`src/rtl/ram_arb_pkg.sv`:
```
package ram_arb_pkg;
  // Phase in which a dual-phase bank serves a grant.
  typedef enum logic {
    PH_EARLY = 1'b0,
    PH_LATE  = 1'b1
  } phase_e;
endpackage

```
`src/rtl/ram_arb_dma_path.sv`:
```
// Picks at most one DMA channel per bank group (dual-phase / single-phase).
module ram_arb_dma_path #(
  parameter int NDMA = 2,
  parameter int NDA  = 2,
  parameter int BW   = 2
) (
  input  logic [NDMA-1:0]         req,
  input  logic [NDMA-1:0][BW-1:0] bank,
  output logic [NDMA-1:0]         pass
);
  always_comb begin
    logic da_taken;
    logic sa_taken;
    pass     = '0;
    da_taken = 1'b0;
    sa_taken = 1'b0;
    for (int i = 0; i < NDMA; i++) begin
      if (req[i]) begin
        if (int'(bank[i]) < NDA) begin
          if (!da_taken) pass[i] = 1'b1;
          da_taken = 1'b1;
        end else begin
          if (!sa_taken) pass[i] = 1'b1;
          sa_taken = 1'b1;
        end
      end
    end
  end
endmodule

```
`src/rtl/ram_arb_bank_arb.sv`:
```
// Fixed-priority picker for one bank: index 0 is the highest priority.
module ram_arb_bank_arb #(
  parameter int NM   = 6,
  parameter bit DUAL = 1'b1
) (
  input  logic [NM-1:0] req,
  output logic [NM-1:0] early_oh,
  output logic [NM-1:0] late_oh
);
  if (DUAL) begin : g_two
    always_comb begin
      logic he;
      logic hl;
      early_oh = '0;
      late_oh  = '0;
      he = 1'b0;
      hl = 1'b0;
      for (int m = 0; m < NM; m++) begin
        if (req[m]) begin
          if (!he) begin
            early_oh[m] = 1'b1;
            he = 1'b1;
          end else if (!hl) begin
            late_oh[m] = 1'b1;
            hl = 1'b1;
          end
        end
      end
    end
  end else begin : g_one
    always_comb begin
      logic he;
      early_oh = '0;
      he = 1'b0;
      for (int m = 0; m < NM; m++) begin
        if (req[m] && !he) begin
          early_oh[m] = 1'b1;
          he = 1'b1;
        end
      end
    end
    assign late_oh = '0;
  end
endmodule

```
`src/rtl/ram_arb_bank.sv`:
```
// Register-array bank; the dual variant runs an early then a late access per cycle.
module ram_arb_bank #(
  parameter int DW    = 16,
  parameter int DEPTH = 16,
  parameter bit DUAL  = 1'b1,
  localparam int WW   = $clog2(DEPTH)
) (
  input  logic          clk,
  input  logic          rst_n,
  input  logic          e_en,
  input  logic          e_we,
  input  logic [WW-1:0] e_addr,
  input  logic [DW-1:0] e_wdata,
  input  logic          l_en,
  input  logic          l_we,
  input  logic [WW-1:0] l_addr,
  input  logic [DW-1:0] l_wdata,
  output logic [DW-1:0] e_rdata,
  output logic [DW-1:0] l_rdata
);
  logic [DW-1:0] mem [DEPTH];

  if (DUAL) begin : g_dual
    logic [DW-1:0] late_view;
    // Late phase sees the early phase's write to the same word.
    assign late_view = (e_en && e_we && (e_addr == l_addr)) ? e_wdata : mem[l_addr];

    always_ff @(posedge clk) begin
      if (!rst_n) begin
        for (int i = 0; i < DEPTH; i++) mem[i] <= '0;
        e_rdata <= '0;
        l_rdata <= '0;
      end else begin
        if (e_en) begin
          e_rdata <= mem[e_addr];
          if (e_we) mem[e_addr] <= e_wdata;
        end
        if (l_en) begin
          l_rdata <= late_view;
          if (l_we) mem[l_addr] <= l_wdata;  // later assignment wins
        end
      end
    end
  end else begin : g_single
    logic unused_late;
    assign unused_late = ^{l_en, l_we, l_addr, l_wdata};
    assign l_rdata = '0;

    always_ff @(posedge clk) begin
      if (!rst_n) begin
        for (int i = 0; i < DEPTH; i++) mem[i] <= '0;
        e_rdata <= '0;
      end else if (e_en) begin
        e_rdata <= mem[e_addr];
        if (e_we) mem[e_addr] <= e_wdata;
      end
    end
  end
endmodule

```
`src/rtl/ram_arb_top.sv`:
```
module ram_arb_top #(
  parameter int NCPU  = 2,
  parameter int NDMA  = 2,
  parameter int NDA   = 2,
  parameter int NSA   = 2,
  parameter int DEPTH = 16,
  parameter int DW    = 16,
  localparam int NB   = NDA + NSA,
  localparam int BW   = (NB > 1) ? $clog2(NB) : 1,
  localparam int WW   = $clog2(DEPTH),
  localparam int AW   = BW + WW
) (
  input  logic                      clk,
  input  logic                      rst_n,
  input  logic                      fetch_valid,
  output logic                      fetch_ready,
  input  logic [AW-1:0]             fetch_addr,
  output logic                      fetch_rvalid,
  output logic [DW-1:0]             fetch_rdata,
  input  logic [NCPU-1:0]           cpu_valid,
  output logic [NCPU-1:0]           cpu_ready,
  input  logic [NCPU-1:0]           cpu_we,
  input  logic [NCPU-1:0][AW-1:0]   cpu_addr,
  input  logic [NCPU-1:0][DW-1:0]   cpu_wdata,
  output logic [NCPU-1:0]           cpu_rvalid,
  output logic [NCPU-1:0][DW-1:0]   cpu_rdata,
  input  logic [NDMA-1:0]           dma_valid,
  output logic [NDMA-1:0]           dma_ready,
  input  logic [NDMA-1:0]           dma_we,
  input  logic [NDMA-1:0][AW-1:0]   dma_addr,
  input  logic [NDMA-1:0][DW-1:0]   dma_wdata,
  output logic [NDMA-1:0]           dma_rvalid,
  output logic [NDMA-1:0][DW-1:0]   dma_rdata,
  output logic [NDMA-1:0]           dma_drop,
  input  logic                      usb_valid,
  output logic                      usb_ready,
  input  logic                      usb_we,
  input  logic [AW-1:0]             usb_addr,
  input  logic [DW-1:0]             usb_wdata,
  output logic                      usb_rvalid,
  output logic [DW-1:0]             usb_rdata,
  output logic                      usb_reject
);
  import ram_arb_pkg::*;

  localparam int NM   = NCPU + NDMA + 2;
  localparam int CPU0 = 1;
  localparam int DMA0 = 1 + NCPU;
  localparam int USBI = NM - 1;

  // Unified master view, index = priority (0 highest).
  logic [NM-1:0]         m_valid, m_we, elig, grant, late_g;
  logic [NM-1:0][AW-1:0] m_addr;
  logic [NM-1:0][DW-1:0] m_wdata, m_rdata;
  logic [NM-1:0][BW-1:0] m_bank;

  always_comb begin
    m_valid[0] = fetch_valid;
    m_we[0]    = 1'b0;
    m_addr[0]  = fetch_addr;
    m_wdata[0] = '0;
    for (int i = 0; i < NCPU; i++) begin
      m_valid[CPU0+i] = cpu_valid[i];
      m_we[CPU0+i]    = cpu_we[i];
      m_addr[CPU0+i]  = cpu_addr[i];
      m_wdata[CPU0+i] = cpu_wdata[i];
    end
    for (int i = 0; i < NDMA; i++) begin
      m_valid[DMA0+i] = dma_valid[i];
      m_we[DMA0+i]    = dma_we[i];
      m_addr[DMA0+i]  = dma_addr[i];
      m_wdata[DMA0+i] = dma_wdata[i];
    end
    m_valid[USBI] = usb_valid;
    m_we[USBI]    = usb_we;
    m_addr[USBI]  = usb_addr;
    m_wdata[USBI] = usb_wdata;
    for (int m = 0; m < NM; m++) m_bank[m] = m_addr[m][AW-1:WW];
  end

  // DMA group paths.
  logic [NDMA-1:0][BW-1:0] dma_bank;
  logic [NDMA-1:0]         dma_pass;
  always_comb begin
    for (int i = 0; i < NDMA; i++) dma_bank[i] = m_bank[DMA0+i];
  end

  ram_arb_dma_path #(.NDMA(NDMA), .NDA(NDA), .BW(BW)) u_path (
    .req  (dma_valid),
    .bank (dma_bank),
    .pass (dma_pass)
  );

  logic usb_da;
  assign usb_da = usb_valid && (int'(m_bank[USBI]) < NDA);

  always_comb begin
    elig = m_valid;
    for (int i = 0; i < NDMA; i++) elig[DMA0+i] = dma_valid[i] && dma_pass[i];
    elig[USBI] = usb_valid && !usb_da;
  end

  // Per-bank arbitration and storage.
  logic [NM-1:0] e_oh_all [NB];
  logic [NM-1:0] l_oh_all [NB];
  logic [DW-1:0] bank_re  [NB];
  logic [DW-1:0] bank_rl  [NB];

  for (genvar b = 0; b < NB; b++) begin : g_bank
    localparam bit IS_DUAL = (b < NDA) ? 1'b1 : 1'b0;
    logic [NM-1:0] req;
    logic          e_en, e_we, l_en, l_we;
    logic [WW-1:0] e_a, l_a;
    logic [DW-1:0] e_d, l_d;

    always_comb begin
      for (int m = 0; m < NM; m++) req[m] = elig[m] && (m_bank[m] == BW'(b));
    end

    ram_arb_bank_arb #(.NM(NM), .DUAL(IS_DUAL)) u_arb (
      .req      (req),
      .early_oh (e_oh_all[b]),
      .late_oh  (l_oh_all[b])
    );

    always_comb begin
      e_en = |e_oh_all[b];
      l_en = |l_oh_all[b];
      e_we = 1'b0; l_we = 1'b0;
      e_a  = '0;   l_a  = '0;
      e_d  = '0;   l_d  = '0;
      for (int m = 0; m < NM; m++) begin
        if (e_oh_all[b][m]) begin
          e_we = m_we[m]; e_a = m_addr[m][WW-1:0]; e_d = m_wdata[m];
        end
        if (l_oh_all[b][m]) begin
          l_we = m_we[m]; l_a = m_addr[m][WW-1:0]; l_d = m_wdata[m];
        end
      end
    end

    ram_arb_bank #(.DW(DW), .DEPTH(DEPTH), .DUAL(IS_DUAL)) u_bank (
      .clk     (clk),
      .rst_n   (rst_n),
      .e_en    (e_en),
      .e_we    (e_we),
      .e_addr  (e_a),
      .e_wdata (e_d),
      .l_en    (l_en),
      .l_we    (l_we),
      .l_addr  (l_a),
      .l_wdata (l_d),
      .e_rdata (bank_re[b]),
      .l_rdata (bank_rl[b])
    );
  end

  always_comb begin
    grant  = '0;
    late_g = '0;
    for (int b = 0; b < NB; b++) begin
      grant  = grant | e_oh_all[b] | l_oh_all[b];
      late_g = late_g | l_oh_all[b];
    end
  end

  // Response tracking: one cycle after the grant.
  logic [NM-1:0]         rv_q;
  phase_e                rph_q   [NM];
  logic [NM-1:0][BW-1:0] rbank_q;
  logic [NDMA-1:0]       drop_q;
  logic                  reject_q;

  always_ff @(posedge clk) begin
    if (!rst_n) begin
      rv_q     <= '0;
      rbank_q  <= '0;
      drop_q   <= '0;
      reject_q <= 1'b0;
      for (int m = 0; m < NM; m++) rph_q[m] <= PH_EARLY;
    end else begin
      rv_q     <= grant & ~m_we;
      rbank_q  <= m_bank;
      reject_q <= usb_da;
      for (int m = 0; m < NM; m++) rph_q[m] <= late_g[m] ? PH_LATE : PH_EARLY;
      for (int i = 0; i < NDMA; i++) drop_q[i] <= dma_valid[i] && !grant[DMA0+i];
    end
  end

  always_comb begin
    for (int m = 0; m < NM; m++)
      m_rdata[m] = (rph_q[m] == PH_LATE) ? bank_rl[rbank_q[m]] : bank_re[rbank_q[m]];
  end

  // Port mapping.
  always_comb begin
    fetch_ready  = grant[0];
    fetch_rvalid = rv_q[0];
    fetch_rdata  = m_rdata[0];
    for (int i = 0; i < NCPU; i++) begin
      cpu_ready[i]  = grant[CPU0+i];
      cpu_rvalid[i] = rv_q[CPU0+i];
      cpu_rdata[i]  = m_rdata[CPU0+i];
    end
    for (int i = 0; i < NDMA; i++) begin
      dma_ready[i]  = grant[DMA0+i];
      dma_rvalid[i] = rv_q[DMA0+i];
      dma_rdata[i]  = m_rdata[DMA0+i];
    end
    dma_drop   = drop_q;
    usb_ready  = grant[USBI] || usb_da;
    usb_rvalid = rv_q[USBI];
    usb_rdata  = m_rdata[USBI];
    usb_reject = reject_q;
  end
endmodule

```
`config.mk`:
```
export PLATFORM = sky130hd
export DESIGN_NAME = ram_arb_top
export DESIGN_NICKNAME = d
export VERILOG_FILES = /design/src/rtl/ram_arb_pkg.sv /design/src/rtl/ram_arb_dma_path.sv /design/src/rtl/ram_arb_bank_arb.sv /design/src/rtl/ram_arb_bank.sv /design/src/rtl/ram_arb_top.sv
export SDC_FILE = /design/constraint.sdc
export NUM_CORES = 2
export LEC_CHECK = 0
export BUFFER_PORTS_ARGS = -buffer_cell sky130_fd_sc_hd__buf_2
export CORE_MARGIN = 10
export CORE_UTILIZATION = 50
export CTS_CLUSTER_DIAMETER = 200
export CTS_CLUSTER_SIZE = 14
export DETAILED_ROUTE_END_ITERATION = 12
export PLACE_DENSITY_LB_ADDON = 0.08
export SYNTH_ARGS = -nofsm -noshare
export SYNTH_HDL_FRONTEND = slang
export SYNTH_SLANG_ARGS = --single-unit
```
`constraint.sdc`:
```
create_clock -name clk -period 12.4 [get_ports clk]
set_clock_uncertainty 0.15 [all_clocks]
set_input_delay 0.62 -clock clk [delete_from_list [all_inputs] [get_ports clk]]
set_output_delay 0.62 -clock clk [all_outputs]
set_load 0.03 [all_outputs]
```
==> results_dict.tcl <==
set metrics [dict create \
    hold_depth 2 \
    cell_area_after_synthesis_um2 65600 \
    power.static_leakage_uw 0.0235 \
    hp-class "input pin to flop" \
    rsz0062_at_grt "false" \
    criticalPathCategory "input pin to output port" \
    critical_path.top_delay_family "simple AND/OR/NAND/NOR gates" \
    setup_slack_on_the_worst_flop_to_flop_path_ns 10.24 \
    post_placement_cell_count 8036 \
    rr_endpoint "g_bank[3].u_bank.e_rdata[10]" \
    cts_tree "done" \
    clock_tree.root_cell "sky130_fd_sc_hd__clkbuf_16" \
    io_pins 240 \
    final_nets 6526 \
    clock-sinks 1147 \
    cts.htree.levels 3 \
    post-route-drc-count 0 \
    synth-seq-area-share_pct 50.6 \
    die-area_um2 146000 \
    power.share.clock_pct 30.3 \
    timing.max_cap.violations 0 \
    worst_setup_hold_path_clk_slew_ns 0.08 \
    post-cts-setup-buffer-count 0 \
    flow.area_growth_from_synthesis_pct 8.59 \
    p_int_uw 6420 \
    num_vias 57923 \
    tightestPinTransition_ns 1.31 \
    slew-limit-headroom_pct 12.2 \
    drt-wirelength-per-cell_um 34.9 \
    synthesized_instance_count 6552 \
    numCtsBuffers 91 \
    max_freq_mhz 135 \
    synth_warnings 0 \
    crit_path_top_delay_cell "sky130_fd_sc_hd__nand2_1" \
    finalSetupViolCount 0 \
    swShare_pct 32.9 \
    worstHoldStart "fetch_valid" \
    grt_overflow_total 0 \
    worst_setup_path_end_kind "output port" \
    synth-edff-count 1024 \
    firstDrtPassIters 8 \
    slew_violations 0 \
    post_synth.cell_area_avg_um2 10.0 \
    finalHoldViolCount 0 \
    vias_per_cell 7.04 \
    fin_crit_ns 7.42 \
    cts_resized 0 \
    drive_gt1_share_pct 14.0 \
    pin_count_of_the_biggest_net_entering_global_routing 118 \
    critPathBufInv 5 \
    synthDistinctLibCells 91 \
    place.detailed.hpwl_mm 191 \
    cts.path.max_buffers 3 \
    cts.hold.buffers_added 0 \
    crit_chain "buf_2, nor3b_1, buf_4, inv_1, ha_1, nand4bb_1, o21ai_0, nand2_1, nand2_1, nor4_1, inv_1, buf_2" \
    die_h_um 382 \
    cp_data_required_time_ns 11.63 \
    power.combinational.fraction_pct 20.8 \
    p_per_area_nw_per_um2 134 \
    cp_data_arrival_time_ns 6.65 \
    gp_routability_congestion 1.02 \
    initial_core_util_pct 50.5 \
    post_layout_total_power_uw 9570 \
    synth_ff_type "sky130_fd_sc_hd__edfxtp_1" \
    timing.final.ws_setup_ns 4.98 \
    antenna_left 0 \
    timing.reg2reg.worst_path_depth 5 \
    timing.critical_path.from_type "input pin" \
    switchingPower_uw 3140 \
    die_w_um 382 \
    timing.setup.tns_ns 0 \
    ratio_of_final_minimum_period_to_clock_period_pct 59.9 \
    global_route_wire_length_before_repair_mm 400 \
    clk_latency_ns 0.75 \
    ir_drop_worst_vdd_mv 0.114 \
    dr.first_iter.drc_count 10025 \
    dpl_worst_slack_ns 5.22 \
    finalNonFillerCells 8222 \
    worstReg2RegStart "g_bank[3].u_bank.mem[11][10]" \
    crit_fanout 34 \
    core.rowCount 132 \
    seqPwrFrac_pct 48.9 \
    crit_path_max_incr_delay_ns 1.12 \
    hold-path-endpoint "rv_q[0]" \
    coreArea_um2 130000 \
    synth_seq_cells 1147 \
    outcome "complete, no violations" \
    number_of_antenna_violations_at_the_first_check_in_global_routing 37 \
    io_buffers 239 \
    via_count_of_the_first_global_routing_pass 52527 \
    drt_wl_total_mm 287 \
    ys_async_sr_fraction_pct 0 \
    grt_util_all_layers_pct 37.7 \
]
metal layers:
layer | up-vias | global-route usage (%) | wire, µm
met2 | 4439 | 53.8 | 120000
li1 | 24256 | - | -
met1 | 28457 | 50.7 | 107000
met5 | - | 0 | 195
met3 | 741 | 13.8 | 43700
met4 | 30 | 17.7 | 15900
placed cells by master, fill, tap and decap left out, drive strengths merged, types with 48 or more instances in the layout:
cell type and instances:
a21oi 228, a22oi 48, a311oi 51, a31oi 107, and2 61, and3 58
buf 402, clkbuf 163, dfxtp 123, edfxtp 1024, inv 119, mux2i 253
mux4 218, nand2 1268, nand3 328, nor2 651, o211ai 49, o21ai 185
o22ai 409, o31ai 267
Yosys cell counts, drive strengths merged, types with 7 or more instances:
library cell / count / area [µm²]
a31oi: 107 / 669
nand4: 24 / 150
mux4: 218 / 4910
nor3b: 24 / 196
or3: 12 / 75.1
o221ai: 32 / 280
and3: 58 / 363
a211oi: 33 / 248
clkbuf: 522 / 1960
a21boi: 20 / 154
dfxtp: 123 / 2460
o31a: 10 / 87.6
edfxtp: 1024 / 30700
nand3b: 26 / 195
o31ai: 267 / 2020
nor2: 651 / 2440
nand3: 328 / 1640
a21oi: 228 / 1140
a22oi: 48 / 360
o21ai: 185 / 930
a222oi: 34 / 340
mux2i: 253 / 2530
nor3: 31 / 165
o22ai: 409 / 2560
inv: 114 / 428
and2: 61 / 382
mux2: 37 / 417
a311oi: 51 / 447
and3b: 9 / 78.8
nand2: 1268 / 4760
buf: 139 / 646
a2111oi: 20 / 194
a22o: 7 / 61.3
ha: 10 / 125
a221oi: 8 / 70.1
nand2b: 18 / 113
nor2b: 14 / 87.6
o311a: 8 / 80.1
o211ai: 49 / 383
sequential cells by signal (all words and copies together), names as in the netlist:
signal                 flops
g_bank.u_bank.l_rdata     32
usb_reject                 1
dma_drop                   2
rv_q                       6
g_bank.u_bank.mem       1024
g_bank.u_bank.e_rdata     64
rbank_q                   12
rph_q                      6
power by group through the flow:
stage	clock network (µW)	logic (µW)	registers, µW
5_1_grt	3020	2060	4690
3_5_place_dp	0	1930	4750
6_report	2890	1990	4680
3_3_place_gp	0	1920	4740
4_1_cts	2890	1930	4660
2_1_floorplan	0	1170	4590
stage by stage:
step / util, % / cell area, µm² / hold WS (ns)
finish: 54.8 / 71200 / 0.0192
global route: 54.8 / 71200 / 0.0394
CTS: 54.8 / 71200 / 0.000466
detailed placement: 52.7 / 68500 / 0.459
global placement: 52.7 / 68500 / 0.445
floorplan: - / 65600 / 0.348
logic make-up (layout without fill, tap and decap cells):
| group | after synthesis | after routing | share of synthesized area (%) |
|---|---|---|---|
| adder cells (fa/ha/maj) | 10 | 10 | 0.191 |
| multiplexers | 508 | 508 | 12.0 |
| AND/OR/NAND/NOR | 2555 | 2555 | 16.7 |
| other | 1 | 18 | 0.00572 |
| buffers and inverters | 775 | 686 | 4.63 |
| AO/OA/AOI/OAI | 1550 | 1550 | 15.8 |
| flip-flops | 1147 | 1147 | 50.6 |
| XOR/XNOR | 6 | 6 | 0.0801 |
worst max-delay path by stage:
| stage | slack, ns | startpoint | to | cells past startpoint |
|---|---|---|---|---|
| after floorplan | 7.80 | fetch_addr[5] | g_bank[1].u_bank.mem[14][0] | 17 |
| after global placement | 5.15 | fetch_valid | g_bank[0].u_bank.mem[2][11] | 15 |
| after detailed placement | 5.22 | fetch_valid | g_bank[0].u_bank.mem[2][3] | 15 |
| after CTS | 5.33 | fetch_valid | dma_ready[0] | 12 |
| after global routing | 5.02 | fetch_valid | dma_ready[0] | 12 |
| final | 4.98 | fetch_valid | dma_ready[0] | 12 |
layout make-up:
type / instances / area, µm²
Antenna cell: 16 / 40.0
Clock buffer: 163 / 2550
Tap cell: 1742 / 2180
Sequential cell: 1147 / 33200
Inverter: 114 / 428
Multi-Input combinational cell: 4631 / 30200
Fill cell: 11501 / 58800
Timing Repair Buffer: 402 / 2490
Clock inverter: 7 / 138
worst register-to-register path: cells and delay by family (launching register included):
family             cells  cell delay, ns
DFF                    1            0.33
AOI/OAI and AO/OA      3            1.31
and+or+nand+nor        2            0.24
No activity file was read; power rests on OpenSTA's default activity.
